File: src/rtl/ihp_pkg.sv
package ihp_pkg;
  localparam int unsigned BYTE_W = 8;

  localparam logic [BYTE_W-1:0] B_ESC  = 8'h0F;
  localparam logic [BYTE_W-1:0] B_E38  = 8'h38;
  localparam logic [BYTE_W-1:0] B_E3A  = 8'h3A;
  localparam logic [BYTE_W-1:0] B_VEX3 = 8'hC4;
  localparam logic [BYTE_W-1:0] B_VEX2 = 8'hC5;
  localparam logic [BYTE_W-1:0] B_EVEX = 8'h62;

  typedef enum logic [1:0] {
    ENC_LEGACY = 2'd0,
    ENC_VEX    = 2'd1,
    ENC_EVEX   = 2'd2
  } enc_e;

  typedef enum logic [1:0] {
    MAP_ONE  = 2'd0,
    MAP_0F   = 2'd1,
    MAP_0F38 = 2'd2,
    MAP_0F3A = 2'd3
  } map_e;

  typedef enum logic [2:0] {
    ST_PFX, ST_ESC, ST_LEAD1, ST_VEX2, ST_EVEX1, ST_EVEX2, ST_OPC, ST_DONE
  } pstate_e;

  typedef struct packed {
    logic       lockrep;
    logic       seg;
    logic       opsz;
    logic       adsz;
    logic       rex;
    logic       esc;
    logic       lead;
    logic [1:0] lr_code;
    logic [2:0] seg_code;
  } bclass_t;
endpackage

File: src/rtl/ihp_byte_class.sv
module ihp_byte_class
  import ihp_pkg::*;
(
  input  logic [BYTE_W-1:0] b,
  output bclass_t           cls
);
  always_comb begin
    cls = '0;
    case (b)
      8'hF0: begin cls.lockrep = 1'b1; cls.lr_code = 2'd1; end
      8'hF2: begin cls.lockrep = 1'b1; cls.lr_code = 2'd2; end
      8'hF3: begin cls.lockrep = 1'b1; cls.lr_code = 2'd3; end
      8'h26: begin cls.seg = 1'b1; cls.seg_code = 3'd1; end
      8'h2E: begin cls.seg = 1'b1; cls.seg_code = 3'd2; end
      8'h36: begin cls.seg = 1'b1; cls.seg_code = 3'd3; end
      8'h3E: begin cls.seg = 1'b1; cls.seg_code = 3'd4; end
      8'h64: begin cls.seg = 1'b1; cls.seg_code = 3'd5; end
      8'h65: begin cls.seg = 1'b1; cls.seg_code = 3'd6; end
      8'h66: cls.opsz = 1'b1;
      8'h67: cls.adsz = 1'b1;
      B_ESC: cls.esc = 1'b1;
      B_VEX3, B_VEX2, B_EVEX: cls.lead = 1'b1;
      default: cls.rex = (b[7:4] == 4'h4);
    endcase
  end
endmodule

File: src/rtl/ihp_prefix_acc.sv
module ihp_prefix_acc (
  input  logic       clk,
  input  logic       rst,
  input  logic       clr,
  input  logic       take,
  input  logic       is_lockrep,
  input  logic       is_seg,
  input  logic       is_opsz,
  input  logic       is_adsz,
  input  logic [1:0] lr_code,
  input  logic [2:0] seg_code,
  output logic [1:0] lockrep_sel,
  output logic [2:0] seg_sel,
  output logic       opsize_ovr,
  output logic       addrsize_ovr,
  output logic       multi_pfx
);
  always_ff @(posedge clk) begin
    if (rst || clr) begin
      lockrep_sel  <= '0;
      seg_sel      <= '0;
      opsize_ovr   <= 1'b0;
      addrsize_ovr <= 1'b0;
      multi_pfx    <= 1'b0;
    end else if (take) begin
      if (is_lockrep) begin
        lockrep_sel <= lr_code;
        if (lockrep_sel != '0) multi_pfx <= 1'b1;
      end
      if (is_seg) begin
        seg_sel <= seg_code;
        if (seg_sel != '0) multi_pfx <= 1'b1;
      end
      if (is_opsz) opsize_ovr <= 1'b1;
      if (is_adsz) addrsize_ovr <= 1'b1;
    end
  end
endmodule

File: src/rtl/ihp_ctrl.sv
module ihp_ctrl
  import ihp_pkg::*;
#(
  parameter int MAX_LEN = 15,
  parameter int CNT_W   = $clog2(MAX_LEN + 1)
) (
  input  logic              clk,
  input  logic              rst,
  input  logic              long_mode,
  input  logic              in_valid,
  input  logic [BYTE_W-1:0] in_byte,
  input  logic              is_legacy,
  input  logic              is_rex,
  input  logic              is_esc,
  input  logic              is_lead,
  input  logic [1:0]        pfx_lockrep,
  input  logic              pfx_opsz,
  output logic              in_ready,
  output logic              pfx_take,
  output logic              done,
  output logic [BYTE_W-1:0] opcode,
  output logic [1:0]        op_map,
  output logic [1:0]        enc_kind,
  output logic [CNT_W-1:0]  byte_count,
  output logic              modrm_taken,
  output logic              rex_present,
  output logic              ext_w,
  output logic              ext_r,
  output logic              ext_x,
  output logic              ext_b,
  output logic [3:0]        vvvv,
  output logic [1:0]        vec_len,
  output logic              bad_enc,
  output logic              len_fault
);
  localparam logic [CNT_W-1:0] LIMIT = CNT_W'(MAX_LEN);

  pstate_e           st_q, st_d;
  logic [BYTE_W-1:0] lead_q, lead_d, op_q, op_d;
  logic              peek_q, peek_d;
  logic [CNT_W-1:0]  cnt_q, cnt_d;
  logic [1:0]        map_q, map_d, enc_q, enc_d, vl_q, vl_d;
  logic [3:0]        vv_q, vv_d;
  logic              rex_q, rex_d, w_q, w_d, r_q, r_d, x_q, x_d, b_q, b_d;
  logic              mt_q, mt_d, bad_q, bad_d, lf_q, lf_d;
  logic              accept, fin, peek_fin;

  assign accept   = in_valid && (st_q != ST_DONE);
  assign in_ready = (st_q != ST_DONE);
  assign done     = (st_q == ST_DONE);
  assign pfx_take = accept && (st_q == ST_PFX) && is_legacy;

  always_comb begin
    st_d = st_q;  lead_d = lead_q; op_d = op_q; peek_d = peek_q; cnt_d = cnt_q;
    map_d = map_q; enc_d = enc_q; vl_d = vl_q; vv_d = vv_q;
    rex_d = rex_q; w_d = w_q; r_d = r_q; x_d = x_q; b_d = b_q;
    mt_d = mt_q; bad_d = bad_q; lf_d = lf_q;
    fin = 1'b0;
    peek_fin = 1'b0;
    if (st_q == ST_DONE) begin
      st_d = ST_PFX; lead_d = '0; op_d = '0; peek_d = 1'b0; cnt_d = '0;
      map_d = MAP_ONE; enc_d = ENC_LEGACY; vl_d = '0; vv_d = '0;
      rex_d = 1'b0; w_d = 1'b0; r_d = 1'b0; x_d = 1'b0; b_d = 1'b0;
      mt_d = 1'b0; bad_d = 1'b0; lf_d = 1'b0;
    end else if (accept) begin
      case (st_q)
        ST_PFX: begin
          if (is_legacy) begin
            rex_d = 1'b0; w_d = 1'b0; r_d = 1'b0; x_d = 1'b0; b_d = 1'b0;
          end else if (is_rex && long_mode) begin
            rex_d = 1'b1;
            {w_d, r_d, x_d, b_d} = in_byte[3:0];
          end else if (is_esc) begin
            map_d = MAP_0F;
            st_d  = ST_ESC;
          end else if (is_lead) begin
            lead_d = in_byte;
            peek_d = !long_mode;
            st_d   = ST_LEAD1;
          end else begin
            op_d = in_byte;
            fin  = 1'b1;
          end
        end
        ST_ESC: begin
          if (in_byte == B_E38) begin
            map_d = MAP_0F38; st_d = ST_OPC;
          end else if (in_byte == B_E3A) begin
            map_d = MAP_0F3A; st_d = ST_OPC;
          end else begin
            op_d = in_byte; fin = 1'b1;
          end
        end
        ST_LEAD1: begin
          if (peek_q && (in_byte[7:6] != 2'b11)) begin
            peek_fin = 1'b1;
            fin      = 1'b1;
            op_d     = lead_q;
            map_d    = MAP_ONE;
            mt_d     = 1'b1;
          end else begin
            bad_d = bad_q | rex_q | (pfx_lockrep != 2'd0) | pfx_opsz;
            r_d   = ~in_byte[7];
            w_d   = 1'b0;
            if (lead_q == B_VEX2) begin
              enc_d = ENC_VEX;
              x_d   = 1'b0;
              b_d   = 1'b0;
              vv_d  = ~in_byte[6:3];
              vl_d  = {1'b0, in_byte[2]};
              map_d = MAP_0F;
              st_d  = ST_OPC;
            end else if (lead_q == B_VEX3) begin
              enc_d = ENC_VEX;
              x_d   = ~in_byte[6];
              b_d   = ~in_byte[5];
              map_d = in_byte[1:0];
              if ((in_byte[4:0] == 5'd0) || (in_byte[4:0] > 5'd3)) bad_d = 1'b1;
              st_d  = ST_VEX2;
            end else begin
              enc_d = ENC_EVEX;
              x_d   = ~in_byte[6];
              b_d   = ~in_byte[5];
              map_d = in_byte[1:0];
              if (in_byte[1:0] == 2'd0) bad_d = 1'b1;
              st_d  = ST_EVEX1;
            end
          end
        end
        ST_VEX2: begin
          w_d  = in_byte[7];
          vv_d = ~in_byte[6:3];
          vl_d = {1'b0, in_byte[2]};
          st_d = ST_OPC;
        end
        ST_EVEX1: begin
          w_d  = in_byte[7];
          vv_d = ~in_byte[6:3];
          st_d = ST_EVEX2;
        end
        ST_EVEX2: begin
          vl_d = in_byte[6:5];
          st_d = ST_OPC;
        end
        default: begin
          op_d = in_byte;
          fin  = 1'b1;
        end
      endcase
      if (!peek_fin) begin
        cnt_d = cnt_q + 1'b1;
        if (!fin && (cnt_d == LIMIT)) begin
          lf_d = 1'b1;
          fin  = 1'b1;
        end
      end
      if (fin) st_d = ST_DONE;
    end
  end

  always_ff @(posedge clk) begin
    if (rst) begin
      st_q <= ST_PFX; lead_q <= '0; op_q <= '0; peek_q <= 1'b0; cnt_q <= '0;
      map_q <= MAP_ONE; enc_q <= ENC_LEGACY; vl_q <= '0; vv_q <= '0;
      rex_q <= 1'b0; w_q <= 1'b0; r_q <= 1'b0; x_q <= 1'b0; b_q <= 1'b0;
      mt_q <= 1'b0; bad_q <= 1'b0; lf_q <= 1'b0;
    end else begin
      st_q <= st_d; lead_q <= lead_d; op_q <= op_d; peek_q <= peek_d; cnt_q <= cnt_d;
      map_q <= map_d; enc_q <= enc_d; vl_q <= vl_d; vv_q <= vv_d;
      rex_q <= rex_d; w_q <= w_d; r_q <= r_d; x_q <= x_d; b_q <= b_d;
      mt_q <= mt_d; bad_q <= bad_d; lf_q <= lf_d;
    end
  end

  assign opcode      = op_q;
  assign op_map      = map_q;
  assign enc_kind    = enc_q;
  assign byte_count  = cnt_q;
  assign modrm_taken = mt_q;
  assign rex_present = rex_q;
  assign ext_w       = w_q;
  assign ext_r       = r_q;
  assign ext_x       = x_q;
  assign ext_b       = b_q;
  assign vvvv        = vv_q;
  assign vec_len     = vl_q;
  assign bad_enc     = bad_q;
  assign len_fault   = lf_q;
endmodule

File: src/rtl/insn_head_parser.sv
module insn_head_parser
  import ihp_pkg::*;
#(
  parameter int MAX_LEN = 15,
  parameter int CNT_W   = $clog2(MAX_LEN + 1)
) (
  input  logic             clk,
  input  logic             rst,
  input  logic             long_mode,
  input  logic             in_valid,
  output logic             in_ready,
  input  logic [7:0]       in_byte,
  output logic             done,
  output logic [7:0]       opcode,
  output logic [1:0]       op_map,
  output logic [1:0]       enc_kind,
  output logic [CNT_W-1:0] byte_count,
  output logic             modrm_taken,
  output logic [1:0]       lockrep_sel,
  output logic [2:0]       seg_sel,
  output logic             opsize_ovr,
  output logic             addrsize_ovr,
  output logic             rex_present,
  output logic             ext_w,
  output logic             ext_r,
  output logic             ext_x,
  output logic             ext_b,
  output logic [3:0]       vvvv,
  output logic [1:0]       vec_len,
  output logic             multi_pfx,
  output logic             bad_enc,
  output logic             len_fault
);
  bclass_t cls;
  logic    pfx_take;

  ihp_byte_class u_class (
    .b   (in_byte),
    .cls (cls)
  );

  ihp_prefix_acc u_pfx (
    .clk          (clk),
    .rst          (rst),
    .clr          (done),
    .take         (pfx_take),
    .is_lockrep   (cls.lockrep),
    .is_seg       (cls.seg),
    .is_opsz      (cls.opsz),
    .is_adsz      (cls.adsz),
    .lr_code      (cls.lr_code),
    .seg_code     (cls.seg_code),
    .lockrep_sel  (lockrep_sel),
    .seg_sel      (seg_sel),
    .opsize_ovr   (opsize_ovr),
    .addrsize_ovr (addrsize_ovr),
    .multi_pfx    (multi_pfx)
  );

  ihp_ctrl #(.MAX_LEN(MAX_LEN), .CNT_W(CNT_W)) u_ctrl (
    .clk         (clk),
    .rst         (rst),
    .long_mode   (long_mode),
    .in_valid    (in_valid),
    .in_byte     (in_byte),
    .is_legacy   (cls.lockrep | cls.seg | cls.opsz | cls.adsz),
    .is_rex      (cls.rex),
    .is_esc      (cls.esc),
    .is_lead     (cls.lead),
    .pfx_lockrep (lockrep_sel),
    .pfx_opsz    (opsize_ovr),
    .in_ready    (in_ready),
    .pfx_take    (pfx_take),
    .done        (done),
    .opcode      (opcode),
    .op_map      (op_map),
    .enc_kind    (enc_kind),
    .byte_count  (byte_count),
    .modrm_taken (modrm_taken),
    .rex_present (rex_present),
    .ext_w       (ext_w),
    .ext_r       (ext_r),
    .ext_x       (ext_x),
    .ext_b       (ext_b),
    .vvvv        (vvvv),
    .vec_len     (vec_len),
    .bad_enc     (bad_enc),
    .len_fault   (len_fault)
  );
endmodule

File: config.mk
export PLATFORM = sky130hd
export DESIGN_NAME = insn_head_parser
export DESIGN_NICKNAME = d
export VERILOG_FILES = /design/src/rtl/ihp_pkg.sv /design/src/rtl/ihp_byte_class.sv /design/src/rtl/ihp_prefix_acc.sv /design/src/rtl/ihp_ctrl.sv /design/src/rtl/insn_head_parser.sv
export SDC_FILE = /design/constraint.sdc
export NUM_CORES = 1
export LEC_CHECK = 0
export BUFFER_PORTS_ARGS = -buffer_cell sky130_fd_sc_hd__buf_2
export CORE_MARGIN = 4
export CORE_UTILIZATION = 40
export CTS_BUF_LIST = sky130_fd_sc_hd__clkbuf_4
export DETAILED_ROUTE_END_ITERATION = 6
export PLACE_DENSITY = 0.6
export SYNTH_ARGS = -nofsm -noshare
export SYNTH_HDL_FRONTEND = slang
export SYNTH_HIERARCHICAL = 1
export SYNTH_SLANG_ARGS = --single-unit
File: constraint.sdc
create_clock -name clk -period 3.45 [get_ports clk]
set_input_delay 0.1725 -clock clk [delete_from_list [all_inputs] [get_ports clk]]
set_output_delay 0.1725 -clock clk [all_outputs]
set_load 0.1 [all_outputs]
==> key figures <==
Logic synthesis
  • Area share of the largest cell type after synthesis: 35.6%
  • Cells after synthesis: 327
  • Number of distinct library cells after synthesis: 69
  • Proportion of synthesized chip area in sequential cells: 35.6%
  • Synthesized area divided by synthesized cell count: 8.60 um^2
  • Synth warn: 6
  • Library cell occupying the most area in the post-synthesis netlist: sky130_fd_sc_hd__dfxtp_1
  • Post-synth top cells: sky130_fd_sc_hd__nor2_1, sky130_fd_sc_hd__dfxtp_1, sky130_fd_sc_hd__a21oi_1
  • Count of flip-flops with a built-in enable after synthesis: 0
  • Most numerous cell in the Yosys netlist: sky130_fd_sc_hd__nor2_1
  • Cells taking the most area after synthesis: sky130_fd_sc_hd__dfxtp_1, sky130_fd_sc_hd__nor2_1, sky130_fd_sc_hd__mux2i_1, sky130_fd_sc_hd__a21oi_1, sky130_fd_sc_hd__a211oi_1
  • Yosys reg bits: 50
  • Syn_nets: 341
  • Netlist area before placement: 2810 um^2
  • Async set or reset register ratio after synthesis: 0%
  • Most common flop cell mapped by yosys: sky130_fd_sc_hd__dfxtp_1

Detailed routing
  • WL/cell: 16.0 um
  • Average via count per standard cell: 5.51
  • DRT Pass-1 Iters: 4
  • Vias after detailed routing: 2599
  • Wire length reported by the detailed router: 7.57 mm
  • Count of nets left with antenna violations after detail routing: 0
  • DRC Markers: 0
  • Initial DRC count: 172

Timing
  • Worst clock skew: 0.0147 ns
  • Unrepaired setup endpoints after global routing: no
  • Minimum hold slack: 0.0697 ns
  • Crit share post-route: 70.4%
  • Worst slew pin tran: 0.858 ns
  • Total count of hold-check failures in the final report: 0
  • Upper clock frequency limit: 412 MHz
  • Max transition margin: 42.7%
  • Final min period: 2.43 ns
  • Final number of setup-violating endpoints: 0
  • Total negative setup slack: 0 ns
  • Number of pins with negative max-slew slack in the final report: 0

Die
  • IO Count: 52
  • Height of the die: 91.8 um
  • Standard-cell rows: 30
  • Initial core utilization: 41.4%
  • Die W: 91.8 um
  • CORE AREA: 6790 um^2
  • Die Footprint: 8430 um^2

Critical path
  • Crit start category: flop
  • Cells along the critical path: or3b_2 -> nor2_1 -> a2111oi_4 -> buf_4 -> nor2_1 -> a211oi_1
  • Most common cell type on the critical path: sky130_fd_sc_hd__nor2_1
  • Critical path's slowest cell: sky130_fd_sc_hd__dfxtp_1
  • Critical-path maximum fanout: 24
  • Arrival time worst endpoint: 2.73 ns
  • Critical path start-end classification: reg2reg
  • Data required, critical path: 3.75 ns
  • Largest stage delay on the critical path: 0.91 ns
  • Critical Path Sink Type: flop

Power and ir drop
  • Worst VDD drop: 0.000240 V
  • Areal power density over the cells: 433 nW/um^2
  • Tot Pwr: 1.39 mW
  • Leakage: 1.34 nW

Clock network
  • Total setup buffers inserted after CTS: 0
  • Clock tree from TritonCTS: built
  • Root buffer cell: sky130_fd_sc_hd__clkbuf_4
  • Post-CTS Hold Buffers: 0
  • CTS H-Tree Depth: 2
  • Worst skew pair latency: 0.37 ns
  • Clock slew seen by the registers of the worst setup and hold paths: 0.17 ns
  • Number of buffers created by CTS: 5
  • CTS sink cnt: 50
  • Buffer depth of the longest clock path: 2
  • # resized after CTS: 0

Hold path
  • Classification of the worst-slack hold path: in2reg

GRT
  • First-pass GRT wire length: 12.6 mm
  • Via count of the first global-routing pass: 2540
  • All-Layer GR Usage: 18.2%
  • Maximum number of pins on one net before global-route repair: 43
  • Overflow after GRT: 0
  • Initial antenna violation count: 0

Finish
  • Diode count: 0
  • Filler cell count: 710
  • Layout overhead on the synthesized area: 14.2%
  • Nets: 389
  • Fin util: 47.3%
  • Fraction of layout instances using a drive strength above 1: 23.7%

Placed design
  • IO Port Bufs: 51
  • Placer Congestion: 0.952
  • Final HPWL DP: 5.48 mm

Outcome
  • Result of the run: finished clean

Flow run
  • Max-Cap Viols: 0
layout by cell type, fill, tap and decap left out, types with 3 or more instances in the layout:
cell type                  instances
sky130_fd_sc_hd__a41oi_1           3
sky130_fd_sc_hd__a21oi_1          23
sky130_fd_sc_hd__a211oi_2          4
sky130_fd_sc_hd__a211oi_1         11
sky130_fd_sc_hd__buf_2            51
sky130_fd_sc_hd__o311a_1           4
sky130_fd_sc_hd__nor3b_1           3
sky130_fd_sc_hd__or3b_1            3
sky130_fd_sc_hd__inv_1            11
sky130_fd_sc_hd__nor2_1           55
sky130_fd_sc_hd__nand3_1           8
sky130_fd_sc_hd__a221oi_1          4
sky130_fd_sc_hd__mux2i_1          19
sky130_fd_sc_hd__buf_4             6
sky130_fd_sc_hd__o21ai_0           8
sky130_fd_sc_hd__nor2b_1           4
sky130_fd_sc_hd__and3_1            3
sky130_fd_sc_hd__clkbuf_4          5
sky130_fd_sc_hd__nand4_1           6
sky130_fd_sc_hd__dfxtp_1          50
sky130_fd_sc_hd__nand2_1          20
sky130_fd_sc_hd__nor3_1           11
sky130_fd_sc_hd__a21bo_2           5
per-layer routing:
metal,global-route usage (%),share of wire [%]
met4,5.32,0.65
met2,29.0,47
met3,3.53,5.6
met1,25.0,47
met5,0,0
cells by family after synthesis:
group,synth area share [%]
AO/OA/AOI/OAI,25.4
XOR/XNOR,1.25
AND/OR/NAND/NOR,25.5
adder cells (fa/ha/maj),0.890
flip-flops,35.6
buffers and inverters,4.58
multiplexers,6.76
flip-flops by register name, summed over array words and instances (netlist names), 3 cells and up:
| signal | count |
|---|---|
| u_ctrl/opcode | 8 |
| u_pfx/seg_sel | 3 |
| u_ctrl/vvvv | 4 |
| u_ctrl/st_q | 3 |
| u_ctrl/lead_q | 8 |
| u_ctrl/byte_count | 4 |
area by class of cell:
class | count | area, um^2 | share of cell area [%]
tap | 96 | 120 | 3.74
inverter | 11 | 41.3 | 1.29
clock buffer | 5 | 37.5 | 1.17
multi-input combinational | 250 | 1680 | 52.4
timing repair buffer | 57 | 300 | 9.35
clock inverter | 3 | 28.8 | 0.896
sequential | 50 | 1000 | 31.2
stage by stage:
| stage | area, um^2 | worst slack [ns] | cells |
|---|---|---|---|
| after floorplan | 2810 | 0.789 | 327 |
| after detailed placement | 3140 | 0.672 | 464 |
| after CTS | 3210 | 1.06 | 472 |
| after global placement | 3140 | 0.749 | 464 |
| after global routing | 3210 | 0.846 | 472 |
| final | 3210 | 1.02 | 472 |
power breakdown:
group          switching [mW]  total [mW]  internal (mW)
combinational           0.341       0.451          0.110
sequential             0.0384       0.646          0.607
clock                   0.207       0.295         0.0877
worst paths after layout:
| check | to | cells past startpoint | start | slack [ns] |
|---|---|---|---|---|
| worst max-delay path | u_ctrl/opcode[2] | 6 | u_ctrl/st_q[0] | 1.02 |
| worst min-delay path | u_ctrl/peek_q | 2 | long_mode | 0.07 |
| worst max register to register | u_ctrl/opcode[2] | 6 | u_ctrl/st_q[0] | 1.02 |
| worst min register to register | u_ctrl/vec_len[1] | 2 | u_ctrl/vec_len[1] | 0.46 |
critical path: cells and delay by family (launching register included):
kind / cells / cell delay, ns
AO/OA/AOI/OAI: 2 / 0.50
flip-flops: 1 / 0.91
AND/OR/NAND/NOR: 3 / 0.67
buffers and inverters: 1 / 0.27
No activity file was read; power rests on OpenSTA's default activity.
